[config.mk]
export PLATFORM = sky130hd
export DESIGN_NAME = charge_supervisor
export DESIGN_NICKNAME = d
export VERILOG_FILES = /design/src/rtl/charge_sup_pkg.sv /design/src/rtl/cs_tick_gen.sv /design/src/rtl/cs_interval_timer.sv /design/src/rtl/charge_supervisor.sv
export SDC_FILE = /design/constraint.sdc
export NUM_CORES = 1
export LEC_CHECK = 0
export ABC_CLOCK_PERIOD_IN_PS = 3600
export BUFFER_PORTS_ARGS = -buffer_cell sky130_fd_sc_hd__buf_4
export CAP_MARGIN = 15
export CORE_MARGIN = 2
export CORE_UTILIZATION = 50
export DETAILED_ROUTE_END_ITERATION = 8
export PLACE_DENSITY = 0.72
export SLEW_MARGIN = 20
export SYNTH_ARGS = -nofsm -noshare
export SYNTH_HDL_FRONTEND = slang
export SYNTH_SLANG_ARGS = --single-unit
[constraint.sdc]
create_clock -name clk -period 3.6 [get_ports clk]
set_input_delay 0.18 -clock clk [delete_from_list [all_inputs] [get_ports clk]]
set_output_delay 0.18 -clock clk [all_outputs]
set_load 0.02 [all_outputs]
[src/rtl/charge_sup_pkg.sv]
package charge_sup_pkg;
    // Field positions decoded from the setting words
    localparam int VFLD_LSB  = 4;
    localparam int VFLD_W    = 11;
    localparam int IFLD_LSB  = 7;
    localparam int IFLD_W    = 6;
    // Smallest voltage code that still requests charging (1024 mV / 16 mV)
    localparam int VCODE_MIN = 64;
    // Lowest current step used while the cell is deeply discharged
    localparam logic [IFLD_W-1:0] FOLD_CODE = IFLD_W'(1);

    typedef logic [VFLD_W-1:0] vcode_t;
    typedef logic [IFLD_W-1:0] icode_t;

    typedef struct packed {
        logic   vseen;
        logic   iseen;
        vcode_t vcode;
        icode_t icode;
        logic   sel_prev;
        logic   en;
        icode_t ieff;
    } sup_state_t;
endpackage

[src/rtl/cs_tick_gen.sv]
module cs_tick_gen #(
    parameter int DIV = 1000
) (
    input  logic clk,
    input  logic rst_n,
    output logic tick
);
    localparam int CW = (DIV > 1) ? $clog2(DIV) : 1;

    typedef struct packed {
        logic [CW-1:0] cnt;
        logic          tick;
    } tg_state_t;

    tg_state_t tg_q, tg_d;

    always_comb begin
        tg_d      = tg_q;
        tg_d.tick = 1'b0;
        if (tg_q.cnt == CW'(DIV - 1)) begin
            tg_d.cnt  = '0;
            tg_d.tick = 1'b1;
        end else begin
            tg_d.cnt = tg_q.cnt + 1'b1;
        end
    end

    always_ff @(posedge clk or negedge rst_n) begin
        if (!rst_n) tg_q <= '0;
        else        tg_q <= tg_d;
    end

    assign tick = tg_q.tick;
endmodule

[src/rtl/cs_interval_timer.sv]
module cs_interval_timer #(
    parameter int LIMIT = 10
) (
    input  logic clk,
    input  logic rst_n,
    input  logic clr,
    input  logic start,
    input  logic tick,
    output logic busy,
    output logic expired
);
    localparam int CW = $clog2(LIMIT + 1);

    typedef struct packed {
        logic [CW-1:0] cnt;
        logic          busy;
        logic          expired;
    } it_state_t;

    it_state_t it_q, it_d;

    always_comb begin
        it_d         = it_q;
        it_d.expired = 1'b0;
        if (clr) begin
            it_d = '0;
        end else if (start) begin
            it_d.cnt  = CW'(LIMIT);
            it_d.busy = 1'b1;
        end else if (it_q.busy && tick) begin
            if (it_q.cnt == CW'(1)) begin
                it_d.cnt     = '0;
                it_d.busy    = 1'b0;
                it_d.expired = 1'b1;
            end else begin
                it_d.cnt = it_q.cnt - 1'b1;
            end
        end
    end

    always_ff @(posedge clk or negedge rst_n) begin
        if (!rst_n) it_q <= '0;
        else        it_q <= it_d;
    end

    assign busy    = it_q.busy;
    assign expired = it_q.expired;
endmodule

[src/rtl/charge_supervisor.sv]
module charge_supervisor
    import charge_sup_pkg::*;
#(
    parameter int TICK_DIV   = 1000,
    parameter int WDOG_TICKS = 175000,
    parameter int HOLD_TICKS = 10
) (
    input  logic        clk,
    input  logic        rst_n,
    input  logic        vdd_low,
    input  logic        vset_wr,
    input  logic [15:0] vset_data,
    input  logic        iset_wr,
    input  logic [15:0] iset_data,
    input  logic        bat_sel,
    input  logic        bat_low,
    input  logic        pwr_fail,
    output logic        chg_en,
    output logic [5:0]  ichg_code
);
    sup_state_t st_q, st_d;

    logic tick;
    logic wd_busy, wd_exp;
    logic hold_busy, hold_exp;
    logic sel_chg, wr_any;

    assign sel_chg = (bat_sel != st_q.sel_prev);
    assign wr_any  = vset_wr | iset_wr;

    cs_tick_gen #(.DIV(TICK_DIV)) u_tick (
        .clk   (clk),
        .rst_n (rst_n),
        .tick  (tick)
    );

    // Command watchdog: restarted by every accepted setting write
    cs_interval_timer #(.LIMIT(WDOG_TICKS)) u_wdog (
        .clk     (clk),
        .rst_n   (rst_n),
        .clr     (vdd_low),
        .start   (wr_any),
        .tick    (tick),
        .busy    (wd_busy),
        .expired (wd_exp)
    );

    // Restart pause after a battery-select change
    cs_interval_timer #(.LIMIT(HOLD_TICKS)) u_hold (
        .clk     (clk),
        .rst_n   (rst_n),
        .clr     (vdd_low),
        .start   (sel_chg),
        .tick    (tick),
        .busy    (hold_busy),
        .expired (hold_exp)
    );

    always_comb begin
        logic vok, iok;
        st_d          = st_q;
        st_d.sel_prev = bat_sel;

        if (vset_wr) st_d.vcode = vset_data[VFLD_LSB +: VFLD_W];
        if (iset_wr) st_d.icode = iset_data[IFLD_LSB +: IFLD_W];

        // A write in the expiry cycle wins over the expiry
        st_d.vseen = vset_wr | (st_q.vseen & ~wd_exp);
        st_d.iseen = iset_wr | (st_q.iseen & ~wd_exp);

        if (vdd_low) begin
            st_d          = '0;
            st_d.sel_prev = bat_sel;
        end

        vok = (st_d.vcode >= vcode_t'(VCODE_MIN));
        iok = (st_d.icode != '0);

        st_d.en = st_d.vseen & st_d.iseen & vok & iok
                & ~sel_chg & ~hold_busy & ~pwr_fail & ~vdd_low;

        if (vdd_low)
            st_d.ieff = '0;
        else if (bat_low && iok)
            st_d.ieff = FOLD_CODE;
        else
            st_d.ieff = st_d.icode;
    end

    always_ff @(posedge clk or negedge rst_n) begin
        if (!rst_n) st_q <= '0;
        else        st_q <= st_d;
    end

    assign chg_en    = st_q.en;
    assign ichg_code = st_q.ieff;
endmodule

# --- Yosys cells after proc, flatten, opt, wreduce, memory -nomap -nowiden ---
# Cells that the tools add are included.
op_classes:
  addsub: 3
  n_mul: 0
  div_mod_pow: 0
  order_cmp: 1
  n_eq_ne: 4
  shift: 0
  mux: 19
  bitwise: 17
  n_reduce_logical: 10
ops:
  columns: ["operator", "n"]
  rows:
  - ["20-bit 2-to-1 mux", 2]
  - ["6-bit 2-to-1 mux", 5]
  - ["27-bit 2-to-1 mux", 1]
  - ["19-bit 2-to-1 mux", 1]
  - ["18-bit by 1-bit == test with 1-bit output, second input constant", 1]
  - ["18-bit 2-to-1 mux", 1]
  - ["18-bit by 1-bit subtractor with 18-bit output, second input constant", 1]
  - ["3-bit nonzero test", 4]
  - ["11-bit by 7-bit >= comparator with 1-bit output, second input constant", 1]
  - ["11-bit 2-to-1 mux", 1]
  - ["10-bit by 1-bit adder with 10-bit output, second input constant", 1]
  - ["10-bit == test, second input constant", 1]
  - ["10-bit 2-to-1 mux", 1]
  - ["1-bit AND", 9]
  - ["6-bit nonzero test", 1]
  - ["5-bit 2-to-1 mux", 1]
  - ["1-bit inverter", 5]
  - ["4-bit by 1-bit == test with 1-bit output, second input constant", 1]
  - ["2-bit 2-to-1 mux", 2]
  - ["4-bit 2-to-1 mux", 1]
  - ["2-bit AND reduction", 2]
  - ["4-bit by 1-bit subtractor with 4-bit output, second input constant", 1]
  - ["1-bit logical AND", 3]
  - ["1-bit 2-to-1 mux", 3]
  - ["2 further kinds", 4]
totals:
  register_bits: 63
  latch_bits: 0
  mem_bits_rw: 0
  mem_bits_ro: 0
  input_bits: 40
  output_inout_bits: 7
  memories: 0

# --- Logic depth before layout (Yosys ltp) ---
logic_depth:
  ltp_word: 11
  mapped_depth: 7
  mapped_depth_nobuf: 7

# --- Hierarchy ---
# Synthesis repeated with hierarchy kept, for this count alone.
unflattened:
  cells_unflattened: 298
  hier_area_um2: 2924.1
modules_own_cells:
  columns: ["module", "instances", "cells_per_inst", "area_each_um2"]
  rows:
  - ["cs_interval_timer (u_wdog)", 1, 140, 1178.6]
  - ["charge_supervisor", 1, 82, 917.1]
  - ["cs_tick_gen", 1, 44, 508.0]
  - ["cs_interval_timer (u_hold)", 1, 32, 320.3]

# --- Worst setup path before layout ---
# Ideal clock, no wire load.
synth_path:
  path_kind: "register -> register"
  start: "register u_wdog.it_q[2] (netlist bit)"
  end: "register u_wdog.it_q[16] (netlist bit)"
  setup_ns: 0.064
  arrival_time_ns: 1.802
  setup_slack_ns: 1.734
  stages_incl_launch_ff: 8
  period_less_slack_ns: 1.866
  cell_sequence: "dfrtp_1 -> inv_1 -> ha_1 -> nor3b_1 -> nand3_1 -> or3_1 -> a211oi_1 -> a21o_1"
synth_via:
  elab_chain_len: 5
  elab_cells_between_ends: 6
  cone_classes: "add/sub (1); eq/ne (1); mux (4)"
synth_rtl:
  columns: ["item", "line_no", "rtl"]
  rows:
  - ["from (decl)", "cs_interval_timer.sv:20", "it_state_t it_q, it_d;"]
  - ["from (signal assigned)", "cs_interval_timer.sv:43", "else it_q <= it_d;"]
  - ["18-bit by 1-bit subtractor with 18-bit output / 18-bit by 1-bit == test with 1-bit output (equally long branches)", "cs_interval_timer.sv:36, cs_interval_timer.sv:31", null]
  - ["18-bit 2-to-1 mux *", "cs_interval_timer.sv:31", "if (it_q.cnt == CW'(1)) begin"]
  - ["20-bit 2-to-1 mux *", "cs_interval_timer.sv:30", "end else if (it_q.busy && tick) begin"]
  - ["19-bit 2-to-1 mux *", "cs_interval_timer.sv:27", "end else if (start) begin"]
  - ["20-bit 2-to-1 mux *", "cs_interval_timer.sv:25", "if (clr) begin"]
# Every way passes the cells marked *; elsewhere a longest branch is shown, timed or not. The select of a mux whose other input is x is not followed.
# A chain may end at the register's enable or synchronous reset.

# --- Worst setup path after layout ---
layout_path:
  start: "register u_wdog.it_q[3] (netlist bit)"
  end: "register u_wdog.it_q[16] (netlist bit)"
# Same word-level chain as after synthesis.

==> impl_metrics.toml <==
[floorplanning]
die_h_um = 78.6
row_count = 27
start_util = 0.511
core-area_sq_mm = 0.00544
io-pin-count = 47
dieArea_sq_mm = 0.00617
die_x_um = 78.6

[pwr]
vdd_drop_max_mv = 0.165
power_density_mw_per_mm2 = 442
p_clk_frac = 0.429
combinationalPowerShare = 0.089
swShare = 0.243
seqPwrFrac = 0.481
p_int_mw = 1.07
switchingPower_uw = 343
p_leak_nw = 1.49

[placed_design]
dpl.hpwl_um = 3700
post-place-ws_ps = 1340
placed_cell_area_sq_mm = 0.00297
port_buffers = 25
place.gp.congestion = 0.826

[clock_network]
post-cts-setup-buffers = 0
cts_tree = "yes"
cts_sinks = 57
clock-root-buffer = "clkbuf_8"
htreeDepth = 3
insertion_delay_ps = 340
path_clk_slew_ps = 60
cts_buffers = 9
clk_path_buf_depth = 2

[logic_synthesis]
synth_cell_type_count = 47
ys_warn_count = 0
yosysSeqAreaShare = 0.513
synthesis.nets = 322
syn_inst = 277
postSynthAreaPerCell_sq_um = 10.0
synth_area_sq_mm = 0.00278
synth_seq_cells = 57

[critical_path]
path_class = "reg -> reg"
startpoint_type = "register"
endpoint_kind = "register"
cp.arrival_ps = 2620
cp.required_ps = 3870
path_max_fanout = 5

[flow_run]
drv_cap = 0

[grt]
track_usage = 0.204
first_global_vias = 2106
antenna_found_initial = 0
overflow = 0
grt_first_pass_wirelength_um = 9660
grt_start_max_net_pins = 58

[routing]
wire_per_inst_um = 14.3
first_pass_iters = 4
first_iter_violations = 132
drt_wl_total_um = 5420
ant_nets = 0
drc = 0
num_vias = 2083
viasPerCell = 5.50

[finish]
fin_area_sq_mm = 0.00320
drive_above_1_share = 0.169
final_cell_mix = "57 x dfrtp_1, 39 x nor2_1, 25 x buf_4, 19 x nand2_1, 18 x nor3_1"
utilization = 0.588
nets = 347
final_common_cell = "dfrtp_1"
area_growth_pct = 15.1
antenna_cells = 0

[sta]
drv_slew = 0
tightest_slew_ps = 700
slew-limit-headroom = 0.530
fin_ws_ps = 1250
hold-worst-slack_ps = 42.0
fin_crit_sh = 0.652
finalSetupViolations = 0
rsz0062_at_grt = "no"
skew_ps = 4.29
finalSetupTns_ps = 0
hold_violations = 0
fin_crit_ps = 2350
clock.fmax_ghz = 0.426

[hold_path]
hp-class = "in -> reg"

[run_status]
status = "finished, final reports clean"
## state kept, by name (all words and copies together) (netlist names)
register        flops
chg_en              1
ichg_code           6
u_tick.tg_q        10
u_hold.busy         1
u_wdog.expired      1
st_q               14
u_wdog.busy         1
u_wdog.it_q        18
u_tick.tick         1
u_hold.it_q         4
## logic make-up (layout without fill, tap and decap cells)
kind of cell	Yosys count	in the layout	synth area share
AOI/OAI and AO/OA	44	44	0.110
buffers and inverters	22	52	0.0419
and+or+nand+nor	127	127	0.238
muxes	11	11	0.0396
adders and majority gates	5	5	0.0225
DFF	57	57	0.513
xor gates and xnor gates	11	11	0.0347
## per-layer routing
layer / part of all wire / up-vias / GRT usage
met5: 0 / - / 0
met4: 0.030 / 0 / 0.130
met3: 0.041 / 14 / 0.0368
met2: 0.48 / 51 / 0.334
met1: 0.44 / 986 / 0.249
li1: - / 1032 / -
## cell type report
cell class	instances	area, sq um
Sequential cell	57	1430
Multi-Input combinational cell	198	1240
Timing Repair Buffer	27	208
Tap cell	72	90.1
Inverter	9	33.8
Clock buffer	11	151
Fill cell	447	2240
Clock inverter	5	53.8
## critical path, stage by stage, from the launching register on
cell and delay, ps:
dfrtp_1 400, inv_1 130, ha_1 170, nor3b_1 500
nand3_1 300, or3_1 370, a211oi_1 270, a21o_1 140
## synthesized netlist by cell type (all sizes together)
library cell,count,area share
clkbuf,2,0.0027
nand2b,1,0.0023
a21oi,9,0.016
and2,1,0.0023
xnor2,5,0.016
or2,2,0.0045
xor2,6,0.019
o21a,1,0.0027
o41ai,1,0.0032
or3,2,0.0045
a211o,3,0.0095
a221o,2,0.0072
inv,9,0.012
or4,8,0.022
ha,5,0.023
o21ai,12,0.027
nor2b,5,0.011
a31o,2,0.0063
nand2,19,0.026
a311oi,1,0.0032
a211oi,4,0.011
nand4,3,0.0090
o31ai,2,0.0054
a21o,4,0.011
nor2,39,0.053
o22ai,1,0.0023
and3,2,0.0045
dfrtp,57,0.51
nand3,17,0.032
o2111ai,1,0.0032
o211ai,1,0.0027
mux2i,11,0.040
buf,11,0.027
nor4,6,0.023
nor3,18,0.032
nor3b,3,0.0081
nand4b,1,0.0032
## power groups by stage
stage / registers (mW) / clock network [mW] / logic, mW
global placement: 0.692 / 0 / 0.125
CTS: 0.681 / 0.620 / 0.129
floorplan: 0.689 / 0 / 0.0821
finish: 0.681 / 0.608 / 0.126
global route: 0.684 / 0.656 / 0.142
detailed placement: 0.693 / 0 / 0.127
## through the flow
stage	total power, mW	cells
detailed placement	0.820	361
CTS	1.43	379
global placement	0.816	361
finish	1.42	379
floorplan	0.771	277
global route	1.48	379
## what timing repair did
item	4_1_cts	5_1_grt
gates resized for setup	0	0
setup endpoints to repair	0	0
hold buffers	2	0
hold endpoints to repair	58	0
## path summary, 6_finish.rpt
check / start / to / slack (ps) / cells past startpoint
worst min-delay path: bat_low / ichg_code[2]$_DFF_PN0_ / 40 / 2
max in group asynchronous: rst_n / ichg_code[2]$_DFF_PN0_ / 2710 / 2
min in group asynchronous: rst_n / u_wdog.it_q[2]$_DFFE_PN0P_ / 430 / 2
worst max-delay path: u_wdog.it_q[3]$_DFFE_PN0P_ / u_wdog.it_q[16]$_DFFE_PN0P_ / 1250 / 7
worst max register to register: u_wdog.it_q[3]$_DFFE_PN0P_ / u_wdog.it_q[16]$_DFFE_PN0P_ / 1250 / 7
worst min register to register: u_tick.tg_q[1]$_DFF_PN0_ / u_tick.tg_q[1]$_DFF_PN0_ / 460 / 1
No activity file was read; power rests on OpenSTA's default activity.
